`config.mk`:
```
export PLATFORM = sky130hd
export DESIGN_NAME = octal_dac_cmd_dec
export DESIGN_NICKNAME = d
export VERILOG_FILES = /design/src/rtl/octdac_pkg.sv /design/src/rtl/octdac_cmd_decode.sv /design/src/rtl/octdac_cfg_regs.sv /design/src/rtl/octdac_chan_regs.sv /design/src/rtl/octal_dac_cmd_dec.sv
export SDC_FILE = /design/constraint.sdc
export NUM_CORES = 1
export LEC_CHECK = 0
export BUFFER_PORTS_ARGS = -buffer_cell sky130_fd_sc_hd__buf_2
export CORE_ASPECT_RATIO = 2
export CORE_MARGIN = 2
export CORE_UTILIZATION = 55
export CTS_BUF_LIST = sky130_fd_sc_hd__clkbuf_4 sky130_fd_sc_hd__clkbuf_8
export DETAILED_ROUTE_END_ITERATION = 8
export HOLD_SLACK_MARGIN = 0.05
export PLACE_DENSITY = 0.83
export SLEW_MARGIN = 20
export SYNTH_ARGS = -nofsm -noshare
export SYNTH_HDL_FRONTEND = slang
export SYNTH_HIERARCHICAL = 1
export SYNTH_SLANG_ARGS = --single-unit
```
`constraint.sdc`:
```
create_clock -name clk -period 3.8 [get_ports clk]
set_input_delay 0.19 -clock clk [delete_from_list [all_inputs] [get_ports clk]]
set_output_delay 0.19 -clock clk [all_outputs]
set_load 0.05 [all_outputs]
```
`src/rtl/octdac_pkg.sv`:
```
package octdac_pkg;
  localparam int WORD_W  = 16;
  localparam int DATA_W  = 12;
  localparam int NUM_CH  = 8;
  localparam int CH_AW   = $clog2(NUM_CH);
  localparam int NUM_GRP = 2;
  localparam int PD_W    = 13;

  typedef enum logic [1:0] {
    CF_REFGAIN = 2'b00,
    CF_LOAD    = 2'b01,
    CF_PWRDN   = 2'b10,
    CF_CLEAR   = 2'b11
  } ctrl_fn_e;

  typedef enum logic [1:0] {
    LM_FLOW   = 2'b00,
    LM_HOLD   = 2'b01,
    LM_SINGLE = 2'b10,
    LM_RSVD   = 2'b11
  } load_sel_e;

  typedef struct packed {
    logic              data_wr;
    logic [CH_AW-1:0]  ch;
    logic [DATA_W-1:0] sample;
    logic              refgain_wr;
    logic              load_wr;
    logic              pd_wr;
    logic              clr;
    logic [WORD_W-1:0] raw;
  } cmd_t;
endpackage

```
`src/rtl/octdac_cmd_decode.sv`:
```
module octdac_cmd_decode
  import octdac_pkg::*;
(
  input  logic              valid,
  input  logic [WORD_W-1:0] word,
  output cmd_t              cmd
);
  logic     is_ctrl;
  ctrl_fn_e fn;

  always_comb begin
    is_ctrl        = word[WORD_W-1];
    fn             = ctrl_fn_e'(word[WORD_W-2 -: 2]);
    cmd            = '0;
    cmd.raw        = word;
    cmd.ch         = word[WORD_W-2 -: CH_AW];
    cmd.sample     = word[DATA_W-1:0];
    cmd.data_wr    = valid && !is_ctrl;
    cmd.refgain_wr = valid && is_ctrl && (fn == CF_REFGAIN);
    cmd.load_wr    = valid && is_ctrl && (fn == CF_LOAD);
    cmd.pd_wr      = valid && is_ctrl && (fn == CF_PWRDN);
    cmd.clr        = valid && is_ctrl && (fn == CF_CLEAR);
  end
endmodule

```
`src/rtl/octdac_cfg_regs.sv`:
```
module octdac_cfg_regs
  import octdac_pkg::*;
#(
  parameter int N_GRP = NUM_GRP
) (
  input  logic             clk,
  input  logic             rst,
  input  cmd_t             cmd,
  output logic [N_GRP-1:0] rail_q,
  output logic [N_GRP-1:0] buf_q,
  output logic [N_GRP-1:0] gain_q,
  output load_sel_e        mode_q,
  output logic             strobe_q,
  output logic [PD_W-1:0]  pd_q
);
  localparam int BUF_LSB  = N_GRP;
  localparam int GAIN_LSB = 2 * N_GRP;

  always_ff @(posedge clk) begin
    if (rst || cmd.clr) begin
      rail_q   <= '0;
      buf_q    <= '0;
      gain_q   <= '0;
      mode_q   <= LM_HOLD;
      strobe_q <= 1'b0;
      pd_q     <= '0;
    end else begin
      strobe_q <= 1'b0;
      if (cmd.refgain_wr) begin
        for (int g = 0; g < N_GRP; g++) begin
          rail_q[g] <= cmd.raw[g];
          buf_q[g]  <= cmd.raw[BUF_LSB + g]  & ~cmd.raw[g];
          gain_q[g] <= cmd.raw[GAIN_LSB + g] & ~cmd.raw[g];
        end
      end
      if (cmd.load_wr) begin
        case (load_sel_e'(cmd.raw[1:0]))
          LM_FLOW:   mode_q <= LM_FLOW;
          LM_HOLD:   mode_q <= LM_HOLD;
          LM_SINGLE: begin
            mode_q   <= LM_HOLD;
            strobe_q <= 1'b1;
          end
          default: ;
        endcase
      end
      if (cmd.pd_wr) pd_q <= cmd.raw[PD_W-1:0];
    end
  end

  AST_STROBE_ONE_CYCLE: assert property (@(posedge clk) disable iff (rst)
    strobe_q |=> !strobe_q);
  AST_SINGLE_FALLS_BACK: assert property (@(posedge clk) disable iff (rst)
    (cmd.load_wr && cmd.raw[1:0] == 2'b10) |=> (strobe_q && mode_q == LM_HOLD));
  AST_RSVD_NO_CHANGE: assert property (@(posedge clk) disable iff (rst)
    (cmd.load_wr && cmd.raw[1:0] == 2'b11) |=> ($stable(mode_q) && !strobe_q));
  AST_RAIL_OVERRIDE: assert property (@(posedge clk) disable iff (rst)
    (cmd.refgain_wr && cmd.raw[0]) |=> (rail_q[0] && !buf_q[0] && !gain_q[0]));
  AST_MODE_LEGAL: assert property (@(posedge clk) disable iff (rst)
    (mode_q == LM_FLOW) || (mode_q == LM_HOLD));
endmodule

```
`src/rtl/octdac_chan_regs.sv`:
```
module octdac_chan_regs
  import octdac_pkg::*;
#(
  parameter int N_CH  = NUM_CH,
  parameter int DW    = DATA_W,
  parameter int AW    = $clog2(N_CH)
) (
  input  logic             clk,
  input  logic             rst,
  input  logic             clr,
  input  logic             wr_en,
  input  logic [AW-1:0]    wr_ch,
  input  logic [DW-1:0]    wr_data,
  input  load_sel_e        mode,
  input  logic             strobe,
  output logic [N_CH*DW-1:0] in_flat,
  output logic [N_CH*DW-1:0] dac_flat
);
  for (genvar i = 0; i < N_CH; i++) begin : g_ch
    logic [DW-1:0] in_q;
    logic [DW-1:0] dac_q;
    logic [DW-1:0] in_nx;

    always_comb in_nx = (wr_en && wr_ch == AW'(i)) ? wr_data : in_q;

    always_ff @(posedge clk) begin
      if (rst || clr) begin
        in_q  <= '0;
        dac_q <= '0;
      end else begin
        in_q <= in_nx;
        if (mode == LM_FLOW) dac_q <= in_nx;
        else if (strobe)     dac_q <= in_q;
      end
    end

    assign in_flat[i*DW +: DW]  = in_q;
    assign dac_flat[i*DW +: DW] = dac_q;
  end

  AST_HOLD_KEEPS_DAC: assert property (@(posedge clk) disable iff (rst)
    (mode == LM_HOLD && !strobe && !clr) |=> $stable(dac_flat));
  AST_CLEAR_ZEROES: assert property (@(posedge clk) disable iff (rst)
    clr |=> (dac_flat == '0 && in_flat == '0));
  AST_FLOW_TRACKS: assert property (@(posedge clk) disable iff (rst)
    (mode == LM_FLOW && !clr) |=> (dac_flat == in_flat));
endmodule

```
`src/rtl/octal_dac_cmd_dec.sv`:
```
module octal_dac_cmd_dec
  import octdac_pkg::*;
#(
  parameter int N_CH  = NUM_CH,
  parameter int DW    = DATA_W,
  parameter int N_GRP = NUM_GRP
) (
  input  logic                 clk,
  input  logic                 rst,
  input  logic                 word_valid,
  input  logic [WORD_W-1:0]    word_in,
  output logic [N_CH*DW-1:0]   inreg_out,
  output logic [N_CH*DW-1:0]   dac_out,
  output logic [N_GRP-1:0]     ref_rail,
  output logic [N_GRP-1:0]     ref_buffered,
  output logic [N_GRP-1:0]     gain_x2,
  output logic [1:0]           load_mode,
  output logic                 load_strobe,
  output logic [PD_W-1:0]      pd_field
);
  localparam int AW = $clog2(N_CH);

  cmd_t      cmd;
  load_sel_e mode_q;

  octdac_cmd_decode u_dec (
    .valid (word_valid),
    .word  (word_in),
    .cmd   (cmd)
  );

  octdac_cfg_regs #(.N_GRP(N_GRP)) u_cfg (
    .clk      (clk),
    .rst      (rst),
    .cmd      (cmd),
    .rail_q   (ref_rail),
    .buf_q    (ref_buffered),
    .gain_q   (gain_x2),
    .mode_q   (mode_q),
    .strobe_q (load_strobe),
    .pd_q     (pd_field)
  );

  octdac_chan_regs #(.N_CH(N_CH), .DW(DW), .AW(AW)) u_ch (
    .clk      (clk),
    .rst      (rst),
    .clr      (cmd.clr),
    .wr_en    (cmd.data_wr),
    .wr_ch    (cmd.ch[AW-1:0]),
    .wr_data  (cmd.sample[DW-1:0]),
    .mode     (mode_q),
    .strobe   (load_strobe),
    .in_flat  (inreg_out),
    .dac_flat (dac_out)
  );

  assign load_mode = mode_q;

  AST_IDLE_NO_EFFECT: assert property (@(posedge clk) disable iff (rst)
    (!word_valid && mode_q == LM_HOLD && !load_strobe) |=> ($stable(inreg_out) && $stable(dac_out)));
  AST_PD_KEEPS_CH: assert property (@(posedge clk) disable iff (rst)
    (cmd.pd_wr && mode_q == LM_HOLD && !load_strobe) |=> ($stable(inreg_out) && $stable(dac_out)));
endmodule

```
# Word-level counts from Yosys, hierarchy flattened
# Index checks and enable logic that the tools add are counted.
dict set report totals {
  wordCells 92
  out_inout_bits 214
  input_bits 19
  reg_bits 214
}
dict set report op_classes {
  bitwise_logic 7
  n_mux 26
  eq_ne 12
  reduce_logical 25
}
# cell n
set op_table {}
lappend op_table {{2-to-1 mux 12 bit} 24}
lappend op_table {{logical AND 1 bit} 14}
lappend op_table {{equality test 3 bit, second input constant} 4}
lappend op_table {{equality test 2 bit, second input constant} 3}
lappend op_table {{equality test 3 x 2 -> 1 bit, second input constant} 2}
lappend op_table {{zero test 2 bit} 3}
lappend op_table {{bitwise AND 1 bit} 4}
lappend op_table {{equality test 2 x 1 -> 1 bit, second input constant} 2}
lappend op_table {{one-hot mux 2 bit (2 select lines)} 1}
lappend op_table {{nonzero test 2 bit} 2}
lappend op_table {{OR reduction 2 bit} 2}
lappend op_table {{equality test 3 x 1 -> 1 bit, second input constant} 1}
lappend op_table {{zero test 3 bit} 1}
lappend op_table {{inverter 1 bit} 3}
lappend op_table {{AND reduction 2 bit} 1}
lappend op_table {{zero test 1 bit} 1}
lappend op_table {{logical OR 1 bit} 1}
lappend op_table {{2-to-1 mux 1 bit} 1}

# Depth between registers and ports, before layout
# Gate-level depths: netlist (run 1).
dict set report depth {
  word_depth 5
  ltp_mapped 7
  depth_no_buf 4
}

# Modules after synthesis
# Netlist (run 1), hierarchy kept.
# module area_each_um2 seq_area_each_um2 instances cells_each
set modules_own_cells {}
lappend modules_own_cells {octdac_chan_regs 7872.6 3843.7 1 809}
lappend modules_own_cells {octdac_cfg_regs 854.6 420.4 1 79}
lappend modules_own_cells {octdac_cmd_decode 282.8 0.0 1 36}

# Least setup slack after synthesis (run 1)
# No wires, ideal clock.
dict set report synth_path {
  path_type {reg-to-reg}
  from {reg u_cfg.strobe_q}
  to {reg u_ch.g_ch[1].dac_q[0]}
  stages_incl_launch_ff 7
  n_path_buf 4
  t_arrival_ns 1.771
  period_less_slack_ns 1.857
  setup_ns 0.086
  required_ns 3.714
  path_slack_ns 1.943
  cell_sequence {dfxtp_1 buf_2 buf_2 buf_2 buf_2 a211oi_1 a211oi_1}
}
dict set report synth_via {
  elab_chain_len 1
}
# item line
set synth_rtl {}
lappend synth_rtl {{from (decl)} octdac_cfg_regs.sv:13} ;# output logic strobe_q,
lappend synth_rtl {{from (signal assigned)} octdac_cfg_regs.sv:25} ;# strobe_q <= 1'b0;
lappend synth_rtl {{from (signal assigned)} octdac_cfg_regs.sv:28} ;# strobe_q <= 1'b0;
lappend synth_rtl {{from (signal assigned)} octdac_cfg_regs.sv:42} ;# strobe_q <= 1'b1;
lappend synth_rtl {{nonzero test 2 bit (no source line)} --}
lappend synth_rtl {{to (signal assigned)} octdac_chan_regs.sv:32} ;# if (mode == LM_FLOW) dac_q <= in_nx;
lappend synth_rtl {{to (signal assigned)} octdac_chan_regs.sv:33} ;# else if (strobe) dac_q <= in_q;
lappend synth_rtl {{to (decl)} octdac_chan_regs.sv:21} ;# logic [DW-1:0] dac_q;
# No other way between the ends.
# A chain may end at the register's enable or synchronous reset.

==> flow_summary.toml, run 1 <==
[detailed_routing]
drc = 0
via_per_inst = 5.73
first_pass_iters = 5
first_iter_violations = 345
vias = 7390
routed_wl_um = 24100
ant_nets = 0
wl_per_cell_um = 18.7

[sta]
tightest_slew_ns = 0.988
relSlewSlack_pct = 33.7
setup_slack_ns = 1.82
tns_ns = 0
final_hold_viol_count = 0
final.min_clock_period_ns = 1.98
max_freq_mhz = 504
rsz0062_at_grt = "no"
fin_crit_sh_pct = 52.2
drv_slew = 0
finClkSkew_ns = 0.0184
setup_viol = 0

[grt]
grt_pass1_wl_um = 37500
antenna_found_initial = 0
grtUsageTotal_pct = 26.9
grt_max_degree = 115
grt_pass1_vias = 7115
gr-total-overflow = 0

[finish]
fin_nets = 1088
finalNonFillerCells = 1289
mostFrequentLayoutCells = "231 x buf_2, 212 x dfxtp_1, 168 x a211oi_1"
areaGrowthSynthToFinish_pct = 16.3
multiInputGateArea_um2 = 4060
regArea_um2 = 4270
design_area_um2 = 10400
antenna_cells = 0
mostFrequentLayoutCell = "buf_2"
drive_gt1_share_pct = 27.6
fillers = 1345

[power_and_ir_drop]
intPower_uw = 3370
pwr-share-seq_pct = 50.8
powerDensity_nw_per_um2 = 430
clockPowerShare_pct = 40.8
pwr-share-comb_pct = 8.4
p_switching_uw = 1130
vdd_ir_drop_max_uv = 329
leakage_uw = 0.00503
sw_frac_of_total_pct = 25.1

[worst_setup_path]
start_kind = "input pin"
path_max_fanout = 16
cp.required_ns = 4.18
r2r_slack_ns = 1.91
crit_type = "input pin to flop"
cp.arrival_ns = 2.36
cp-end-kind = "flop"

[place]
gp_congestion = 0.802
portBuffers = 231
preCtsSetupSlack_ns = 1.28
place_inst = 1238
place_hpwl_um = 15300
dpl_cell_area_um2 = 9810

[synthesis]
synthCells = 921
syn_area_um2 = 8990
ys_warn_count = 6
syn_nets = 942
syn_avg_cell_area_um2 = 9.76

[min_path]
min-delay-path-class = "input pin to flop"

[floorplan]
die-area_um2 = 17400
io_pins = 233
core_um2 = 16100
start_util_pct = 55.8
die_h_um = 185
rows = 66
die_w_um = 94.4

[job]
drv_cap = 0

[cts]
cts_resized = 0
root_buffer = "clkbuf_8"
tritoncts = "yes"
htreeDepth = 1
path_clk_slew_ns = 0.06
cts_buffers = 29
clk_path_buf_depth = 3
cts_num_sinks = 213
clk_latency_ns = 0.56

[outcome]
status = "finished, final reports clean"
## power by group through the flow
| stage | logic (uW) | registers (uW) | clock network, uW |
|---|---|---|---|
| after floorplan | 188 | 2450 | 0 |
| after detailed placement | 374 | 2330 | 0 |
| after global placement | 367 | 2330 | 0 |
| final | 376 | 2280 | 1840 |
| after CTS | 376 | 2280 | 1870 |
| after global routing | 399 | 2290 | 1960 |
## path summary, 6_finish.rpt
path,from,to,cells past startpoint
worst max-delay path,word_in[15],u_ch/g_ch[7].dac_q[6],5
worst min-delay path,word_in[9],u_ch/g_ch[2].in_q[9],3
worst max register to register,u_cfg/strobe_q,u_ch/g_ch[6].dac_q[8],4
worst min register to register,u_cfg/buf_q[0],u_cfg/buf_q[0],2
## metrics by stage
step                util, %  hold WS (ns)  power, uW
floorplan                 -         0.407       2630
detailed placement     60.9         0.464       2710
CTS                    64.9        0.0544       4530
finish                 64.9        0.0759       4500
global route           64.9        0.0701       4650
global placement       60.9         0.464       2700
## layer usage
layer  share of wire (%)  track usage, %  vias up
met5                   0               0        -
met4                 3.9            10.7        0
li1                    -               -     3557
met2                  47            44.4      278
met3                 8.1            6.55       64
met1                  41            33.5     3491
## state kept, by name, indices dropped and copies added (netlist names)
signal,cells
u_cfg/rail_q,2
u_cfg/gain_q,2
u_ch/g_ch.in_q,96
u_cfg/mode_q,1
u_cfg/buf_q,2
u_ch/g_ch.dac_q,96
u_cfg/strobe_q,1
u_cfg/pd_q,13
## area by class of cell
| cell class | instances | area share [%] |
|---|---|---|
| inverter | 1 | 0.0359 |
| clock inverter | 3 | 0.383 |
| multi-input combinational | 581 | 38.8 |
| clock buffer | 46 | 5.46 |
| sequential | 213 | 40.8 |
| timing repair buffer | 241 | 12.0 |
| tap | 204 | 2.44 |
## critical path: stages
cell and delay, ns:
buf_2 0.12, and2b_1 0.55, nand4_1 0.83, mux2i_1 0.51, a211oi_1 0.14
## repair_timing
| action | CTS | global route |
|---|---|---|
| endpoints found under the hold margin | 9 | 0 |
| setup buffers | 0 | 0 |
| hold buffers | 2 | 0 |
No activity file was read; power rests on OpenSTA's default activity.
==> inputs of run 2 (changes only) <==
- ABC_AREA: default -> 1
- CORE_UTILIZATION: 55 -> 50
- PLACE_DENSITY: 0.83 -> 0.78
- clock period: 3.8 -> 1.6 ns (I/O delays scaled with it)
==> run 2 against run 1 <==
Final cell count up 50%. Clock power rose to 2.6 times the previous value. Die area up 19%. Sequential power up 140%. First-iteration DRC count up 59%. Count of clock-buffer cells in the layout down 1. Routed wire length up 29%. Synthesized area up 8.7%. Via count up 35%. Non-clock buffer count up 50. Worst setup slack worse by 1.8 ns. Register-to-register slack worse by 1.7 ns. Largest cell class is now multi-input combinational cells. Highest routed layer unchanged.
==> flow_summary.toml, run 2 <==
[synthesis]
syn_avg_cell_area_um2 = 6.72
syn_nets = 1474
synthCells = 1453
syn_area_um2 = 9770
ys_warn_count = 6

[cts]
path_clk_slew_ns = 0.07
cts_num_sinks = 213
htreeDepth = 1
tritoncts = "yes"
root_buffer = "clkbuf_8"
clk_path_buf_depth = 3
clk_latency_ns = 0.55
cts_buffers = 29
post_cts_buffers = 0

[min_path]
worst_hold_path.num_cells = 2
min-delay-path-class = "flop to flop"
min_from = "u_cfg/pd_q[2]"
hold_end = "u_cfg/pd_q[2]"

[place]
portBuffers = 231
place_inst = 1865
gp_congestion = 0.869
place_hpwl_um = 21000

[sta]
drv_slew = 0
max_freq_mhz = 647
final.min_clock_period_ns = 1.55
final_hold_viol_count = 0
rsz0062_at_grt = "no"
tns_ns = 0
fin_crit_sh_pct = 96.6
setup_viol = 0
finClkSkew_ns = 0.0204

[detailed_routing]
wl_per_cell_um = 16.1
routed_wl_um = 31100
first_pass_iters = 5
via_per_inst = 5.13
ant_nets = 0
drc = 0
vias = 9951
first_iter_violations = 549

[power_and_ir_drop]
powerDensity_nw_per_um2 = 936
vdd_ir_drop_max_uv = 719
leakage_uw = 0.00647
total_power_uw = 11100

[finish]
antenna_cells = 0
largestRegisters = "u_ch/g_ch.dac_q: 96 flops, u_ch/g_ch.in_q: 96 flops, u_cfg/pd_q: 13 flops"
areaGrowthSynthToFinish_pct = 21.6
mostFrequentLayoutCell = "nand2_1"
mostFrequentLayoutCells = "616 x nand2_1, 230 x buf_2, 212 x dfxtp_1"
finalNonFillerCells = 1938
drive_gt1_share_pct = 22.9
fin_util_pct = 61.6
fin_nets = 1680

[worst_setup_path]
reg2reg_depth = 9
cp.required_ns = 2.08
start_kind = "input pin"
critPathLaunch = "word_in[0]"
cp.arrival_ns = 2.02
cp_slowest_cell = "dlygate4sd3_1"
worst_path_most_repeated_cell = "dlygate4sd3_1"
path_max_fanout = 6
worstPathCellList = "dlygate4sd3_1 > buf_2 > inv_1 > ha_1 > nand3b_1 > nand3_1 > dlygate4sd3_1"
rr_endpoint = "u_ch/g_ch[7].dac_q[5]"
crit_type = "input pin to flop"
r2r_slack_ns = 0.18
reg2reg_from = "u_cfg/mode_q[0]"
cp-end-kind = "flop"
cpPeakStageDelay_ns = 0.54

[grt]
antenna_found_initial = 0
gr-total-overflow = 0
grt_pass1_vias = 9358
grtUsageTotal_pct = 29.4
grt_pass1_wl_um = 47800
grt_max_degree = 49

[floorplan]
die_h_um = 202
io_pins = 233
rows = 72
start_util_pct = 50.7
die_w_um = 103
die-area_um2 = 20700
core_um2 = 19300

[outcome]
status = "finished, final reports clean"

[job]
drv_cap = 0
-- run 2: cell types whose count changed in the layout (fill, tap and decap cells not counted), sizes merged, moves of 29 or more --
cell    change
mux2i     -111
nand2     +622
inv       +107
a21oi      +70
nor2b      -84
nand3     +120
a211oi    -168
buf        +29
-- run 2: layout make-up --
type	instances	area, um^2
Inverter	109	410
Fill cell	1815	7400
Clock buffer	45	588
Tap cell	259	324
Timing Repair Buffer	291	1820
Multi-Input combinational cell	1015	4390
Sequential cell	213	4270
Clock inverter	6	80.1
-- run 2: worst max-delay path: cells and delay by family --
kind,cells,cell delay [ns]
simple gates,2,0.22
buf+inv,4,1.41
fa+ha+maj,1,0.30
-- run 2: through the flow --
stage	cell area (um^2)	setup WS, ns	hold WS [ns]
finish	11900	0.0547	0.470
floorplan	9770	0.0387	0.188
detailed placement	11000	0.0572	0.360
CTS	11900	0.0456	0.436
global placement	11000	0.0704	0.353
global route	11900	0.0381	0.473
-- run 2: report_power, final --
| group | switching (uW) | internal (uW) |
|---|---|---|
| clock | 2050 | 2650 |
| sequential | 46.9 | 5360 |
| combinational | 752 | 254 |
| total | 2850 | 8270 |
-- run 2: worst max path at each step --
stage | end | slack [ns] | cells past startpoint
2_1_floorplan | u_ch/g_ch[2].dac_q[0] | 0.04 | 8
3_5_place_dp | u_ch/g_ch[1].dac_q[9] | 0.06 | 10
5_1_grt | u_ch/g_ch[4].dac_q[6] | 0.04 | 11
6_report | u_cfg/mode_q[0] | 0.05 | 7
3_3_place_gp | u_ch/g_ch[7].dac_q[5] | 0.07 | 9
4_1_cts | u_ch/g_ch[7].dac_q[5] | 0.05 | 9
-- run 2: repair_timing --
item | in CTS | in global routing
gates resized for setup | 0 | 8
hold buffers | 22 | 0
endpoints found under the hold margin | 105 | 0
setup endpoints to repair | 0 | 83
-- run 2: per-layer routing --
metal / global-route usage, % / vias to the layer above / part of all wire [%]
met2: 52.4 / 440 / 52
li1: - / 4887 / -
met5: 0 / - / 0
met3: 4.20 / 104 / 6.8
met4: 16.8 / 0 / 5.8
met1: 32.3 / 4520 / 36
